`src/rtl/rn_steer_pkg.sv`:
```
package rn_steer_pkg;
  localparam int CLS_W = 4;
  localparam int REG_W = 5;
  localparam int IMM_W = 16;

  typedef enum logic [CLS_W-1:0] {
    CLS_ADD    = 4'd0,
    CLS_SUB    = 4'd1,
    CLS_XOR    = 4'd2,
    CLS_MUL    = 4'd3,
    CLS_LOAD   = 4'd4,
    CLS_STORE  = 4'd5,
    CLS_BR_DIR = 4'd6,
    CLS_BR_CZ  = 4'd7,
    CLS_BR_IND = 4'd8,
    CLS_NOP    = 4'd9,
    CLS_MOVI   = 4'd10,
    CLS_MOVR   = 4'd11,
    CLS_FP     = 4'd12
  } op_cls_e;

  typedef struct packed {
    op_cls_e          cls;
    logic [REG_W-1:0] dst;
    logic [REG_W-1:0] src1;
    logic [REG_W-1:0] src2;
    logic [IMM_W-1:0] imm;
  } uop_t;

  localparam int UOP_W = $bits(uop_t);
endpackage

```
`src/rtl/rn_uop_classify.sv`:
```
module rn_uop_classify
  import rn_steer_pkg::*;
(
  input  uop_t uop_i,
  output logic tail_ok_o,
  output logic zero_o
);
  logic imm_is_zero;

  assign imm_is_zero = (uop_i.imm == '0);
  // only an immediate-zero move counts; reg moves and self-xor/sub do not
  assign zero_o      = (uop_i.cls == CLS_MOVI) && imm_is_zero;
  assign tail_ok_o   = (uop_i.cls == CLS_BR_DIR) || (uop_i.cls == CLS_NOP) || zero_o;
endmodule

```
`src/rtl/rn_slot_pack.sv`:
```
module rn_slot_pack
  import rn_steer_pkg::*;
#(
  parameter int NSLOT = 4,
  localparam int CNT_W = $clog2(NSLOT + 1),
  localparam int IDX_W = $clog2(NSLOT)
) (
  input  logic [NSLOT-1:0]       vld_i,
  input  uop_t [NSLOT-1:0]       uop_i,
  input  logic [NSLOT-1:0]       tail_ok_i,
  input  logic [NSLOT-1:0]       zero_i,
  output logic [NSLOT-1:0]       vld_o,
  output uop_t [NSLOT-1:0]       uop_o,
  output logic [NSLOT-1:0]       zero_o,
  output logic [CNT_W-1:0]       cnt_o
);
  logic [CNT_W-1:0] pos;
  logic             tail_block;

  // a full group with an ineligible youngest op leaves that op behind
  assign tail_block = (&vld_i) && !tail_ok_i[NSLOT-1];

  always_comb begin
    vld_o  = '0;
    uop_o  = '0;
    zero_o = '0;
    pos    = '0;
    for (int i = 0; i < NSLOT; i++) begin
      if (vld_i[i]) begin
        vld_o[pos[IDX_W-1:0]]  = 1'b1;
        uop_o[pos[IDX_W-1:0]]  = uop_i[i];
        zero_o[pos[IDX_W-1:0]] = zero_i[i];
        pos = pos + 1'b1;
      end
    end
    cnt_o = pos;
    if (tail_block) begin
      vld_o[NSLOT-1]  = 1'b0;
      uop_o[NSLOT-1]  = '0;
      zero_o[NSLOT-1] = 1'b0;
      cnt_o           = CNT_W'(NSLOT - 1);
    end
  end

  // fewer than NSLOT valid lanes are all taken
  always_comb begin
    if (!(&vld_i)) begin
      a_partial_all_r8: assert (cnt_o == CNT_W'($countones(vld_i)));
    end
  end
endmodule

```
`src/rtl/rn_steer_top.sv`:
```
module rn_steer_top
  import rn_steer_pkg::*;
#(
  parameter int NSLOT = 4,
  localparam int CNT_W = $clog2(NSLOT + 1),
  localparam int BUS_W = NSLOT * UOP_W
) (
  input  logic             clk_i,
  input  logic             rst_ni,
  input  logic [NSLOT-1:0] dec_vld_i,
  input  logic [BUS_W-1:0] dec_uop_i,
  output logic             dec_rdy_o,
  output logic [CNT_W-1:0] take_cnt_o,
  input  logic             rn_rdy_i,
  output logic [NSLOT-1:0] rn_vld_o,
  output logic [BUS_W-1:0] rn_uop_o,
  output logic [NSLOT-1:0] rn_zero_o
);
  uop_t [NSLOT-1:0] lane_uop;
  logic [NSLOT-1:0] lane_tail_ok;
  logic [NSLOT-1:0] lane_zero;
  logic [NSLOT-1:0] pk_vld;
  uop_t [NSLOT-1:0] pk_uop;
  logic [NSLOT-1:0] pk_zero;
  logic [CNT_W-1:0] pk_cnt;

  logic [NSLOT-1:0] vld_q;
  uop_t [NSLOT-1:0] uop_q;
  logic [NSLOT-1:0] zero_q;

  assign lane_uop = dec_uop_i;

  for (genvar g = 0; g < NSLOT; g++) begin : g_cls
    rn_uop_classify u_cls (
      .uop_i     (lane_uop[g]),
      .tail_ok_o (lane_tail_ok[g]),
      .zero_o    (lane_zero[g])
    );
  end

  rn_slot_pack #(.NSLOT(NSLOT)) u_pack (
    .vld_i     (dec_vld_i),
    .uop_i     (lane_uop),
    .tail_ok_i (lane_tail_ok),
    .zero_i    (lane_zero),
    .vld_o     (pk_vld),
    .uop_o     (pk_uop),
    .zero_o    (pk_zero),
    .cnt_o     (pk_cnt)
  );

  always_ff @(posedge clk_i or negedge rst_ni) begin
    if (!rst_ni) begin
      vld_q  <= '0;
      uop_q  <= '0;
      zero_q <= '0;
    end else if (rn_rdy_i) begin
      vld_q  <= pk_vld;
      uop_q  <= pk_uop;
      zero_q <= pk_zero;
    end
  end

  assign dec_rdy_o  = rn_rdy_i;
  assign take_cnt_o = rn_rdy_i ? pk_cnt : '0;
  assign rn_vld_o   = vld_q;
  assign rn_uop_o   = uop_q;
  assign rn_zero_o  = zero_q;

  p_cnt_bound_r1: assert property (@(posedge clk_i) disable iff (!rst_ni)
    take_cnt_o <= CNT_W'(NSLOT));

  p_tail_legal_r2: assert property (@(posedge clk_i) disable iff (!rst_ni)
    rn_vld_o[NSLOT-1] |-> (uop_q[NSLOT-1].cls == CLS_BR_DIR || uop_q[NSLOT-1].cls == CLS_NOP ||
                           (uop_q[NSLOT-1].cls == CLS_MOVI && uop_q[NSLOT-1].imm == '0)));

  p_tail_no_cbz_r3: assert property (@(posedge clk_i) disable iff (!rst_ni)
    rn_vld_o[NSLOT-1] |-> (uop_q[NSLOT-1].cls != CLS_BR_CZ && uop_q[NSLOT-1].cls != CLS_BR_IND));

  for (genvar g = 0; g < NSLOT; g++) begin : g_chk
    p_zero_flag_r4: assert property (@(posedge clk_i) disable iff (!rst_ni)
      rn_zero_o[g] |-> (rn_vld_o[g] && uop_q[g].cls == CLS_MOVI && uop_q[g].imm == '0));
    p_no_mov_elim_r5: assert property (@(posedge clk_i) disable iff (!rst_ni)
      (rn_vld_o[g] && uop_q[g].cls == CLS_MOVR) |-> !rn_zero_o[g]);
    p_no_self_zero_r6: assert property (@(posedge clk_i) disable iff (!rst_ni)
      (rn_vld_o[g] && (uop_q[g].cls == CLS_XOR || uop_q[g].cls == CLS_SUB)) |-> !rn_zero_o[g]);
    if (g < NSLOT - 1) begin : g_pk
      p_no_gap_r8: assert property (@(posedge clk_i) disable iff (!rst_ni)
        rn_vld_o[g+1] |-> rn_vld_o[g]);
    end
  end

  p_hold_r9: assert property (@(posedge clk_i) disable iff (!rst_ni)
    !rn_rdy_i |=> ($stable(rn_vld_o) && $stable(rn_uop_o) && $stable(rn_zero_o)));

  p_no_take_r9: assert property (@(posedge clk_i) disable iff (!rst_ni)
    !rn_rdy_i |-> (take_cnt_o == '0));

  p_cnt_match_r11: assert property (@(posedge clk_i) disable iff (!rst_ni)
    rn_rdy_i |=> (CNT_W'($countones(rn_vld_o)) == $past(take_cnt_o)));
endmodule

```
`config.mk`:
```
export PLATFORM = sky130hd
export DESIGN_NAME = rn_steer_top
export DESIGN_NICKNAME = d
export VERILOG_FILES = /design/src/rtl/rn_steer_pkg.sv /design/src/rtl/rn_uop_classify.sv /design/src/rtl/rn_slot_pack.sv /design/src/rtl/rn_steer_top.sv
export SDC_FILE = /design/constraint.sdc
export NUM_CORES = 1
export LEC_CHECK = 0
export BUFFER_PORTS_ARGS = -buffer_cell sky130_fd_sc_hd__buf_2
export CAP_MARGIN = 20
export CORE_ASPECT_RATIO = 1.1
export CORE_MARGIN = 2
export CORE_UTILIZATION = 45
export DETAILED_ROUTE_END_ITERATION = 8
export GPL_ROUTABILITY_DRIVEN = 0
export GPL_TIMING_DRIVEN = 0
export PLACE_DENSITY = 0.73
export SLEW_MARGIN = 25
export SYNTH_ARGS = -nofsm -noshare
export SYNTH_HDL_FRONTEND = slang
export SYNTH_SLANG_ARGS = --single-unit
```
`constraint.sdc`:
```
create_clock -name clk_i -period 1.8 [get_ports clk_i]
set_input_delay 0.18 -clock clk_i [delete_from_list [all_inputs] [get_ports clk_i]]
set_output_delay 0.18 -clock clk_i [all_outputs]
set_load 0.005 [all_outputs]
```
==> impl_results.md <==
- H-tree levels: 4
- Layout Area Growth over Synthesis: 49.7%
- Worst Hold Launch: dec_uop_i[124]
- Via density: around 6.3
- Number of global-route vias before repair: 9336
- Skew final: 0 ps
- Status: complete, but fails checks
- R2R Path Start: rn_zero_o[0]$_DFFE_PN0P_
- Synthesized flop and latch total: 148
- Clock root cell: clkbuf_16
- Worst path bufs/invs: 6
- DRC Markers: 0
- Flop pwr share: 0.385
- Reg clk slew, reported paths: ~70 ps
- Dpl cells: about 1400
- Cells along the critical path: buf_8 -> buf_8 -> inv_8 -> fa_2 -> inv_2 -> ha_4 -> inv_2 -> ha_4 -> a21oi_2 -> nor3b_2 -> buf_2
- First-pass GRT wire length: between 50 and 60 mm
- Largest net degree at the start of global routing: 76
- CP required: 1620 ps
- PD cells: 833 nW/µm²
- Clk sink count: 148
- Critical path's slowest cell: fa_2
- Final setup margin: -177 ps
- Max-slew headroom: 0.408
- Global-route usage over all layers: 0.361
- Total gr overflow: 0
- Final Hold Slack: roughly 90 ps
- Max FO, Critical Path: 4
- Layout cell share with drive strength beyond 1: 0.463
- DIE WIDTH: about 130 µm
- Hold Crit Class: input port to flop
- Setup crit start: dec_vld_i[0]
- Final cell count without fillers: between 1500 and 2000
- Synth Net Count: approximately 1100
- Via Count: about 9600
- Wire per inst: around 24 µm
- Starting density of the core: 0.461
- Setup violations, final: 81
- Arrival time worst endpoint: 1800 ps
- CTS Buffer Depth: 2
- Setup repair after global routing missed its margin: yes
- Core Region: 17700 µm²
- Placed Area: approximately 11000 µm²
- Final net count: approximately 1400
- CP endpoint kind: output pin
- Clock latency on the worst-skew pair: 430 ps
- Mapped Area: between 8000 and 9000 µm²
- Final WL: ~37 mm
- Die Height: 145 µm
- Endpoints failing hold: 0
- Switching pwr: around 3.3 mW
- Initial DRT Pass Iterations: 6
- Design area: 12200 µm²
- Final core occ: 0.690
- Die ar.: between 15000 and 20000 µm²
- Delay of the slowest critical-path stage: about 440 ps
- Crit Path Class: input port to output pin
- CTS Buf Count: 17
- # fillers: around 1400
- Fmax: ~500 MHz
- Antenna violations before repair: 2
- Tmin final: 1980 ps
- Fin. max-slew vios: 0
- CP top delay family: adder cells
- Crit path launch type: input port
- Seq/Total Area, Yosys: 0.453
- Switch share: 0.324
- Max VDD drop: 0.680 mV
- Logic pwr share: 0.270
- Final ANT Viol Nets: 0
- Row count: around 50
- Leakage: ~5.6 nW
- Failing checks: negative setup slack
- Synth warn: 0
- Main synth FF type: dfrtp_1
- IO Pins: between 200 and 300
- Clock power share: 0.345
- Mapped Cells: around 900
- Int Pwr: 6.89 mW
- CTS tree: built
- Slew @ Worst Pin: approximately 900 ps
- 1st-iter DRT viols: slightly above 1000
- Synth unique cells: between 40 and 50
- Ys async rst share: 1.00
- Post-synth EDFFs: 0
- Final period util: 1.10
- Final HPWL DP: roughly 26 mm
- Avg Cell Area, Syn: approximately 9.0 µm²
- Max_cap viols: 0
- Input/output buffers: just under 300
layout make-up:
class,instances,area [µm²],share of cell area
multi-input combinational,627,4790,0.392
sequential,148,3700,0.303
timing repair buffer,332,1930,0.158
buffer,86,761,0.0622
clock buffer,19,443,0.0362
tap,238,298,0.0243
inverter,44,178,0.0145
clock inverter,13,124,0.0101
antenna,2,5.00,0.000409
logic make-up (layout without fill, tap and decap cells):
family | count (synthesis) | after routing | synth area share
AOI/OAI and AO/OA | 337 | 337 | 0.280
xor gates and xnor gates | 1 | 1 | 0.00107
adders and majority gates | 10 | 10 | 0.0162
buffers and inverters | 131 | 494 | 0.0654
DFF | 148 | 148 | 0.453
muxes | 36 | 36 | 0.0496
other | 0 | 2 | 0
and+or+nand+nor | 243 | 243 | 0.135
metrics by stage:
step	setup WS, ps	power, mW	TNS [ps]
floorplan	-363	5.13	-32630
detailed placement	-1030	6.30	-99040
global placement	-1750	6.25	-350710
global route	-235	10.6	-8120
finish	-177	10.2	-4980
CTS	-152	9.93	-2060
cells in the mapped netlist (all sizes together) (35+ instances only):
master	n	area (µm²)
nor2	154	578
dfrtp	148	3700
a21oi	112	561
a22oi	70	526
clkbuf	60	225
inv	44	165
o21ai	40	200
nor3	39	206
a221oi	36	315
mux2	36	405
a221o	35	350
o211ai	35	263
tightest hold or removal path: cells and delay by family:
| family | cells | cell delay [ps] |
|---|---|---|
| compound gates | 2 | 180 |
| buf+inv | 1 | 130 |
registers in the layout (all words and copies together) (netlist names):
register / cells
rn_uop_o: 140
rn_vld_o: 4
rn_zero_o: 4
per-layer routing:
layer  wire [µm]  part of all wire  vias up  track usage
met3        3880              0.11      134       0.0779
met5           0                 0        -            0
met2       17400              0.48      728        0.588
met4        1430             0.039        0        0.167
li1            -                 -     4074            -
met1       13900              0.38     4615        0.460
cell usage in the layout, fill, tap and decap left out, types with 35 or more instances in the layout:
cell      netlist  routed
buf_2          13     298
nor2_1        154     150
dfrtp_1       148     148
a21oi_1       112      95
a22oi_2         0      59
inv_1          44      38
clkbuf_1       60      36
o21ai_1         2      36
a221o_1        35      35
o211ai_1       35      35
path summary, 6_finish.rpt:
path                            cells after the start                         to  slack [ps]
worst max-delay path                               11              take_cnt_o[2]        -180
worst min-delay path                                3   rn_uop_o[54]$_DFFE_PN0P_          90
worst max register to register                      3   rn_zero_o[0]$_DFFE_PN0P_         820
worst min register to register                      1  rn_uop_o[135]$_DFFE_PN0P_         510
max in group asynchronous                           3    rn_uop_o[4]$_DFFE_PN0P_         680
min in group asynchronous                           2  rn_uop_o[132]$_DFFE_PN0P_         320
repair_timing:
action,4_1_cts,5_1_grt
hold buffers,1,0
setup buffers,14,11
hold endpoints to repair,73,0
gates resized for setup,78,89
cloned,3,6
setup endpoints to repair,141,136
pin swaps,23,16
power by group through the flow:
| stage | Clock [mW] | Combinational (mW) | Sequential, mW |
|---|---|---|---|
| floorplan | 0 | 1.16 | 3.97 |
| finish | 3.52 | 2.75 | 3.92 |
| detailed placement | 0 | 2.34 | 3.97 |
| CTS | 3.51 | 2.51 | 3.91 |
| global route | 3.68 | 2.92 | 3.95 |
| global placement | 0 | 2.29 | 3.96 |
Note: power is estimated with default switching activity, not from simulation.
